[src/rtl/ifa_pkg.sv]
package ifa_pkg;
  typedef enum logic [1:0] {
    PRIV_U = 2'b00,
    PRIV_S = 2'b01,
    PRIV_M = 2'b11
  } priv_e;

  localparam int unsigned GROUP_REGS = 64;
  localparam int unsigned DATA_W     = 64;
endpackage

[src/rtl/ifa_file_sel.sv]
module ifa_file_sel
  import ifa_pkg::*;
#(
  parameter int unsigned NUM_FILES     = 4,
  parameter bit          MACHINE_LEVEL = 1'b0,
  parameter int unsigned GSEL_W        = 6,
  localparam int unsigned FILE_W       = (NUM_FILES > 1) ? $clog2(NUM_FILES) : 1
) (
  input  logic [1:0]        priv_i,
  input  logic              virt_i,
  input  logic [GSEL_W-1:0] gsel_i,
  output logic [FILE_W-1:0] file_o,
  output logic              err_o
);
  generate
    if (MACHINE_LEVEL) begin : g_mlevel
      assign file_o = '0;
      assign err_o  = !(priv_i == PRIV_M && !virt_i);
    end else begin : g_slevel
      always_comb begin
        file_o = '0;
        err_o  = 1'b1;
        if (priv_i == PRIV_S) begin
          if (!virt_i) begin
            err_o = 1'b0;
          end else if (gsel_i != '0 && gsel_i < GSEL_W'(NUM_FILES)) begin
            err_o  = 1'b0;
            file_o = FILE_W'(gsel_i);
          end
        end
      end
    end
  endgenerate
endmodule

[src/rtl/ifa_reg_decode.sv]
module ifa_reg_decode #(
  parameter int unsigned NUM_IDS   = 128,
  parameter int unsigned SEL_W     = 12,
  parameter int unsigned PEND_BASE = 'h080,
  parameter int unsigned EN_BASE   = 'h0C0,
  localparam int unsigned ID_W     = $clog2(NUM_IDS),
  localparam int unsigned LIM32    = NUM_IDS / 32,
  localparam int unsigned LIM64    = NUM_IDS / 64
) (
  input  logic [SEL_W-1:0] sel_i,
  input  logic             wide_i,
  output logic             is_pend_o,
  output logic [ID_W-1:0]  base_o,
  output logic             err_o
);
  logic       in_pend, in_en;
  logic [5:0] raw_idx, word_idx;

  assign in_pend = (sel_i >= SEL_W'(PEND_BASE)) && (sel_i < SEL_W'(PEND_BASE + 64));
  assign in_en   = (sel_i >= SEL_W'(EN_BASE))   && (sel_i < SEL_W'(EN_BASE + 64));

  always_comb begin
    logic [SEL_W-1:0] off;
    off       = in_pend ? (sel_i - SEL_W'(PEND_BASE)) : (sel_i - SEL_W'(EN_BASE));
    raw_idx   = off[5:0];
    is_pend_o = in_pend;
  end

  assign word_idx = wide_i ? {1'b0, raw_idx[5:1]} : raw_idx;
  assign base_o   = wide_i ? (ID_W'(word_idx) << 6) : (ID_W'(word_idx) << 5);

  always_comb begin
    err_o = 1'b0;
    if (!(in_pend || in_en))                                  err_o = 1'b1;
    if (wide_i && raw_idx[0])                                 err_o = 1'b1;
    if (32'(word_idx) >= (wide_i ? LIM64 : LIM32))            err_o = 1'b1;
  end
endmodule

[src/rtl/ifa_state_array.sv]
module ifa_state_array #(
  parameter int unsigned NUM_IDS   = 128,
  parameter int unsigned NUM_FILES = 4,
  localparam int unsigned ID_W     = $clog2(NUM_IDS),
  localparam int unsigned FILE_W   = (NUM_FILES > 1) ? $clog2(NUM_FILES) : 1
) (
  input  logic                           clk_i,
  input  logic                           rst_ni,
  input  logic                           we_i,
  input  logic [FILE_W-1:0]              file_i,
  input  logic                           is_pend_i,
  input  logic [ID_W-1:0]                base_i,
  input  logic [63:0]                    wdata_i,
  input  logic [63:0]                    wmask_i,
  output logic [NUM_FILES*NUM_IDS-1:0]   pend_all_o,
  output logic [NUM_FILES*NUM_IDS-1:0]   en_all_o
);
  logic [NUM_IDS-1:0] hit, val;

  // expand the 64-bit slice mask/value onto identity positions
  always_comb begin
    for (int id = 0; id < NUM_IDS; id++) begin
      logic [ID_W-1:0] off;
      off     = ID_W'(id) - base_i;
      hit[id] = (ID_W'(id) >= base_i) && (32'(off) < 64) && wmask_i[off[5:0]];
      val[id] = wdata_i[off[5:0]];
    end
  end

  generate
    for (genvar f = 0; f < NUM_FILES; f++) begin : g_file
      logic [NUM_IDS-1:0] pend_q, en_q;
      logic               sel_f;
      assign sel_f = we_i && (file_i == FILE_W'(f));
      always_ff @(posedge clk_i or negedge rst_ni) begin
        if (!rst_ni) begin
          pend_q <= '0;
          en_q   <= '0;
        end else if (sel_f) begin
          if (is_pend_i) pend_q <= (pend_q & ~hit) | (val & hit);
          else           en_q   <= (en_q & ~hit) | (val & hit);
        end
      end
      assign pend_all_o[f*NUM_IDS +: NUM_IDS] = pend_q;
      assign en_all_o[f*NUM_IDS +: NUM_IDS]   = en_q;
    end
  endgenerate
endmodule

[src/rtl/irq_file_access.sv]
module irq_file_access
  import ifa_pkg::*;
#(
  parameter int unsigned NUM_IDS       = 128,
  parameter int unsigned NUM_FILES     = 4,
  parameter bit          MACHINE_LEVEL = 1'b0,
  parameter int unsigned SEL_W         = 12,
  parameter int unsigned GSEL_W        = 6,
  parameter int unsigned PEND_BASE     = 'h080,
  parameter int unsigned EN_BASE       = 'h0C0
) (
  input  logic              clk_i,
  input  logic              rst_ni,
  input  logic              req_valid_i,
  input  logic [SEL_W-1:0]  sel_i,
  input  logic [1:0]        priv_i,
  input  logic              virt_i,
  input  logic [GSEL_W-1:0] gsel_i,
  input  logic              wide_i,
  input  logic [63:0]       wdata_i,
  input  logic [63:0]       wmask_i,
  output logic              resp_valid_o,
  output logic [63:0]       rdata_o,
  output logic              err_o
);
  localparam int unsigned ID_W   = $clog2(NUM_IDS);
  localparam int unsigned FILE_W = (NUM_FILES > 1) ? $clog2(NUM_FILES) : 1;

  logic [FILE_W-1:0]            file_idx;
  logic                         file_err, reg_err, acc_err, is_pend, we;
  logic [ID_W-1:0]              base;
  logic [63:0]                  width_mask, eff_mask, rd_slice;
  logic [NUM_IDS-1:0]           rd_vec;
  logic [NUM_FILES*NUM_IDS-1:0] pend_all, en_all;

  ifa_file_sel #(
    .NUM_FILES(NUM_FILES), .MACHINE_LEVEL(MACHINE_LEVEL), .GSEL_W(GSEL_W)
  ) u_file_sel (
    .priv_i(priv_i), .virt_i(virt_i), .gsel_i(gsel_i),
    .file_o(file_idx), .err_o(file_err)
  );

  ifa_reg_decode #(
    .NUM_IDS(NUM_IDS), .SEL_W(SEL_W), .PEND_BASE(PEND_BASE), .EN_BASE(EN_BASE)
  ) u_decode (
    .sel_i(sel_i), .wide_i(wide_i),
    .is_pend_o(is_pend), .base_o(base), .err_o(reg_err)
  );

  assign acc_err    = file_err | reg_err;
  assign we         = req_valid_i & ~acc_err;
  assign width_mask = wide_i ? '1 : 64'h0000_0000_FFFF_FFFF;
  // identity 0 is hardwired: drop mask bit 0 on the first word
  assign eff_mask   = wmask_i & width_mask & ((base == '0) ? ~64'd1 : '1);

  ifa_state_array #(
    .NUM_IDS(NUM_IDS), .NUM_FILES(NUM_FILES)
  ) u_array (
    .clk_i(clk_i), .rst_ni(rst_ni), .we_i(we), .file_i(file_idx),
    .is_pend_i(is_pend), .base_i(base), .wdata_i(wdata_i), .wmask_i(eff_mask),
    .pend_all_o(pend_all), .en_all_o(en_all)
  );

  always_comb begin
    rd_vec = '0;
    for (int f = 0; f < NUM_FILES; f++) begin
      if (file_idx == FILE_W'(f))
        rd_vec = is_pend ? pend_all[f*NUM_IDS +: NUM_IDS] : en_all[f*NUM_IDS +: NUM_IDS];
    end
  end

  always_comb begin
    for (int i = 0; i < 64; i++) begin
      logic [ID_W:0] k;
      k           = {1'b0, base} + (ID_W+1)'(i);
      rd_slice[i] = (32'(k) < NUM_IDS) ? rd_vec[k[ID_W-1:0]] : 1'b0;
    end
  end

  always_ff @(posedge clk_i or negedge rst_ni) begin
    if (!rst_ni) begin
      resp_valid_o <= 1'b0;
      err_o        <= 1'b0;
      rdata_o      <= '0;
    end else begin
      resp_valid_o <= req_valid_i;
      err_o        <= req_valid_i & acc_err;
      rdata_o      <= we ? (rd_slice & width_mask) : '0;
    end
  end
endmodule

[config.mk]
export PLATFORM = sky130hd
export DESIGN_NAME = irq_file_access
export DESIGN_NICKNAME = d
export VERILOG_FILES = /design/src/rtl/ifa_pkg.sv /design/src/rtl/ifa_file_sel.sv /design/src/rtl/ifa_reg_decode.sv /design/src/rtl/ifa_state_array.sv /design/src/rtl/irq_file_access.sv
export SDC_FILE = /design/constraint.sdc
export NUM_CORES = 2
export LEC_CHECK = 0
export ABC_AREA = 1
export BUFFER_PORTS_ARGS = -buffer_cell sky130_fd_sc_hd__buf_2
export CORE_ASPECT_RATIO = 1.4
export CORE_MARGIN = 2
export CORE_UTILIZATION = 42
export CTS_CLUSTER_SIZE = 20
export DETAILED_ROUTE_END_ITERATION = 16
export PLACE_DENSITY = 0.68
export SETUP_SLACK_MARGIN = 0.3
export SLEW_MARGIN = 20
export SYNTH_ARGS = -nofsm -noshare
export SYNTH_HDL_FRONTEND = slang
export SYNTH_SLANG_ARGS = --single-unit
[constraint.sdc]
create_clock -name clk_i -period 1.9 [get_ports clk_i]
set_input_delay 0 -clock clk_i [delete_from_list [all_inputs] [get_ports clk_i]]
set_output_delay 0 -clock clk_i [all_outputs]
set_load 0.02 [all_outputs]
Yosys cells after proc, flatten, opt, wreduce, memory -nomap -nowiden
Cells that the tools add are included.

Logic and storage cells: 1756. Register bits after elaboration: 1090. Output and inout port bits: 66.

Reductions and logical operators: 276. Bitwise logic cells: 26. Eq/ne operators: 4. Mux-type cells: 728. Add/sub/neg operators: 193. $lt $le $gt $ge: 518.

Operators with widths (number): $bmux 1 s6 (256); $and 128x128->128 (9); $mux 128 (8); $or 128x128->128 (8); $lt 6x7->1 const B (128); $lt 7x7->1 const B (128); $lt 7x8->1 const B (65); $lt 8x8->1 const B (63); $bmux 1 s7 (64); $ge 7x7->1 const A (64); $sub 7x7->7 const A (64); $mux 1 (391); $logic_and 1x1->1 (264); $add 7x6->8 const B (32); $ge 6x7->1 const A (32); $sub 6x7->7 const A (32); $and 64x64->64 (3); $add 7x5->8 const B (16); $mux 64 (2); $not 128->128 (1); $ge 5x7->1 const A (16); $sub 5x7->7 const A (16); $add 7x4->8 const B (8); $ge 4x7->1 const A (8); other kinds (30) (67).

Longest topological paths before layout
Depth in word-level cells: 15. Depth in mapped cells: 17. Depth with buffers taken out: 14.

By module
From an unflattened synthesis, not the netlist that was laid out.

Cell total of the unflattened synthesis: 13886. Area, all modules: 87777.9 sq um.

By module, submodules not included: ifa_state_array (instances 1, area each 62571.3 sq um, cells each 8543); irq_file_access (instances 1, area each 25034.0 sq um, cells each 5305); ifa_reg_decode (instances 1, area each 105.1 sq um, cells each 23); ifa_file_sel (instances 1, area each 67.6 sq um, cells each 15).

Worst setup path before layout
No wires, ideal clock.

Path kind: input to register. From: input wide_i. To: register with a tool-made name. Arrival time: 2.635 ns. Cell stages on the path: 16. Path buffers: 6. Path slack: -0.857 ns. Required time: 1.778 ns. Cell sequence: buf_2 -> inv_2 -> nand2_2 -> clkbuf_1 -> buf_2 -> clkbuf_1 -> clkbuf_1 -> ha_1 -> inv_1 -> nor2_1 -> inv_1 -> buf_2 -> nor2_2 -> inv_1 -> nor3_1 -> nor2_1.

RTL lines: start, declared (RTL line irq_file_access.sv:19) `input logic wide_i,`.

Worst setup path after layout
From: register rdata_o[51]. To: output rdata_o[51].

RTL lines: start, declared (RTL line irq_file_access.sv:23) `output logic [63:0] rdata_o,`; start signal, assigned (RTL line irq_file_access.sv:88) `rdata_o <= we ? (rd_slice & width_mask) : '0;`.

No word-level cell between the ends.

==> results_dict.tcl <==
set metrics [dict create \
    status "finished, final reports clean" \
    avgSynthCellArea_um2 6.91 \
    areaGrowthSynthToFinish_pct 23.9 \
    start_kind "flip-flop" \
    clk_latency_ns 0.77 \
    ys_top_cells_by_count "nand2_1 (2436), inv_1 (1519), dfrtp_1 (1090), nor2_1 (743), o21ai_0 (642)" \
    dp_worst_setup_slack_ns -0.448 \
    cap_violations 0 \
    grt_antenna_before_repair 20 \
    synth_flop_cell "dfrtp_1" \
    synth_cell_type_count 27 \
    async_flop_share_pct 100 \
    critical_path_required_ns 1.90 \
    rows 167 \
    ys_ff_latch 1090 \
    end_kind "primary output" \
    globalplace.congestion 0.907 \
    fin_crit_sh_pct 83.7 \
    routedWlPerCell_um 19.2 \
    routed_via_density 5.44 \
    grt_pass1_wl_um 348000 \
    synth-edff-count 0 \
    p_per_area_nw_per_um2 666 \
    cts_tree "yes" \
    fin_ws_ns 0.309 \
    drt_pass1_iterations 6 \
    critPathMaxFanout 1 \
    track_usage_pct 29.1 \
    p_total_mw 51.8 \
    dpl.hpwl_um 146000 \
    peakVddDrop_mv 0.821 \
    clk_pin_slew_worst_paths_ns 0.07 \
    synth_most_common_cell "nand2_1" \
    postRouteAntennaNets 0 \
    start_util_pct 42.4 \
    hold_viol 0 \
    cp.arrival_ns 1.59 \
    grt_pass1_vias 61031 \
    worstSetupPathType "flip-flop to primary output" \
    synth_area_leaders "dfrtp_1 (43%), nand2_1 (15%), inv_1 (9.1%)" \
    nets 9777 \
    tightest_slew_ns 0.893 \
    critPathMaxStageDelay_ns 0.57 \
    die_h_um 461 \
    fmax_mhz 628 \
    yosysTopAreaCell "dfrtp_1" \
    dieArea_um2 153000 \
    p_leak_nw 35.9 \
    vias 63458 \
    final_area_um2 77800 \
    wirelength_um 224000 \
    io_pins 219 \
    slew_violations 0 \
    crit_chain "buf_2" \
    netlist_area_um2 62800 \
    fp.dieW_um 331 \
    grt_overflow_total 0 \
    crit_family "flip-flops" \
    whs_ns 0.0125 \
    syn_inst 9083 \
    cp_num_buf_inv 1 \
    drt_iter0_drc 6382 \
    grt_max_degree 89 \
    skew_ns 0.0352 \
    drc 0 \
    cts.sinks 1090 \
    root_buffer "clkbuf_16" \
    cp_slowest_cell "dfrtp_1" \
    dpl_cell_area_um2 72200 \
    port_buffers 218 \
    fin_crit_ns 1.59 \
    yosysWarnings 0 \
    yosysSeqAreaShare_pct 43.5 \
    cts-htree-levels 3 \
    maxSlewHeadroom_pct 40.3 \
    drive_gt1_share_pct 14.6 \
    cts_buffers 112 \
    core_area_um2 148000 \
    netlist.area_leader.share_pct 43.5 \
    setup_viol 0 \
    synthesis.nets 9238 \
    rsz0062_at_grt "no" \
    cts_buffer_depth 3 \
    min_path_type "input pin to flip-flop" \
]
-- kinds of logic (layout without fill, tap and decap cells) --
| logic type | Yosys count | after routing | synth area share [%] |
|---|---|---|---|
| AOI/OAI and AO/OA | 1561 | 1561 | 14.6 |
| adders and majority gates | 2 | 2 | 0.0399 |
| buffers and inverters | 2112 | 2740 | 12.9 |
| DFF | 1090 | 1090 | 43.5 |
| other | 0 | 5 | 0 |
| and+or+nand+nor | 4318 | 4318 | 29.0 |
-- layout by cell type (no fill, tap or decap), types with 6 or more instances in the layout --
cell and instances:
nand2_1 2436, inv_1 1453, dfrtp_1 1085, nor2_1 705
o21ai_0 548, buf_4 435, o21bai_1 413, nand4_1 321
nand3_1 290, nor3_1 269, a21oi_1 255, o21ai_1 215
buf_2 215, buf_12 188, nor3_2 149, dlygate4sd3_1 146
o211ai_1 128, clkbuf_16 114, nor2_4 65, or2_2 65
inv_2 58, inv_4 30, clkbuf_8 30, clkbuf_1 20
clkinv_2 18, bufinv_16 9, nor2_2 7, clkinvlp_4 6
-- worst paths after layout --
path,endpoint,slack (ns),depth (start not counted),start
setup reg to reg,rdata_o[18],0.42,11,flip-flop
hold reg to reg,flip-flop,0.38,0,flip-flop
hold / removal,flip-flop,0.01,8,sel_i[5]
min in group asynchronous,async pin,0.42,3,rst_ni
setup / recovery,rdata_o[51],0.31,1,rdata_o[51]
max in group asynchronous,async pin,0.38,5,rst_ni
-- layer usage --
metal	vias to the layer above	GRT usage (%)	part of all wire, %
met5	-	0	0.033
met4	10	11.9	4.4
met3	585	5.10	9.3
li1	29653	-	-
met1	30256	38.8	41
met2	2954	46.4	45
-- repair_timing --
item                                    4_1_cts  5_1_grt
gates resized for setup                       4       32
endpoints found under the hold margin      1971        0
hold buffers                                156        0
gates cloned                                  0        2
setup buffers                                 0        4
endpoints found under the setup margin        4      119
pin swaps                                     0        4
-- worst reg2reg max path, delay by kind of cell (launching register included) --
kind / cells / cell delay (ns)
simple gates: 9 / 0.73
compound gates: 1 / 0.09
flops: 1 / 0.38
buf+inv: 1 / 0.14
-- final cells by class --
| cell class | count | area, µm² |
|---|---|---|
| repair buffers | 994 | 9700 |
| diodes | 5 | 12.5 |
| well taps | 1943 | 2430 |
| flip-flops and latches | 1090 | 27300 |
| clock buffers | 163 | 3320 |
| inverters | 1543 | 5880 |
| clock inverters | 40 | 507 |
| multi-input cells | 5881 | 28700 |
| fillers | 13684 | 70400 |
-- metrics by stage --
stage               utilization (%)  cells  setup TNS, ns
finish                         52.5  11659              0
global route                   52.5  11657              0
CTS                            52.4  11651              0
detailed placement             48.8  11292        -148.07
global placement               48.8  11292        -134.42
floorplan                         -   9083         -26.15
-- power breakdown --
part	switching (mW)	total, mW	internal (mW)
logic	3.58	5.18	1.60
clock network	10.1	23.5	13.3
registers	0.00266	23.2	23.2
Note: power is estimated with default switching activity, not from simulation.
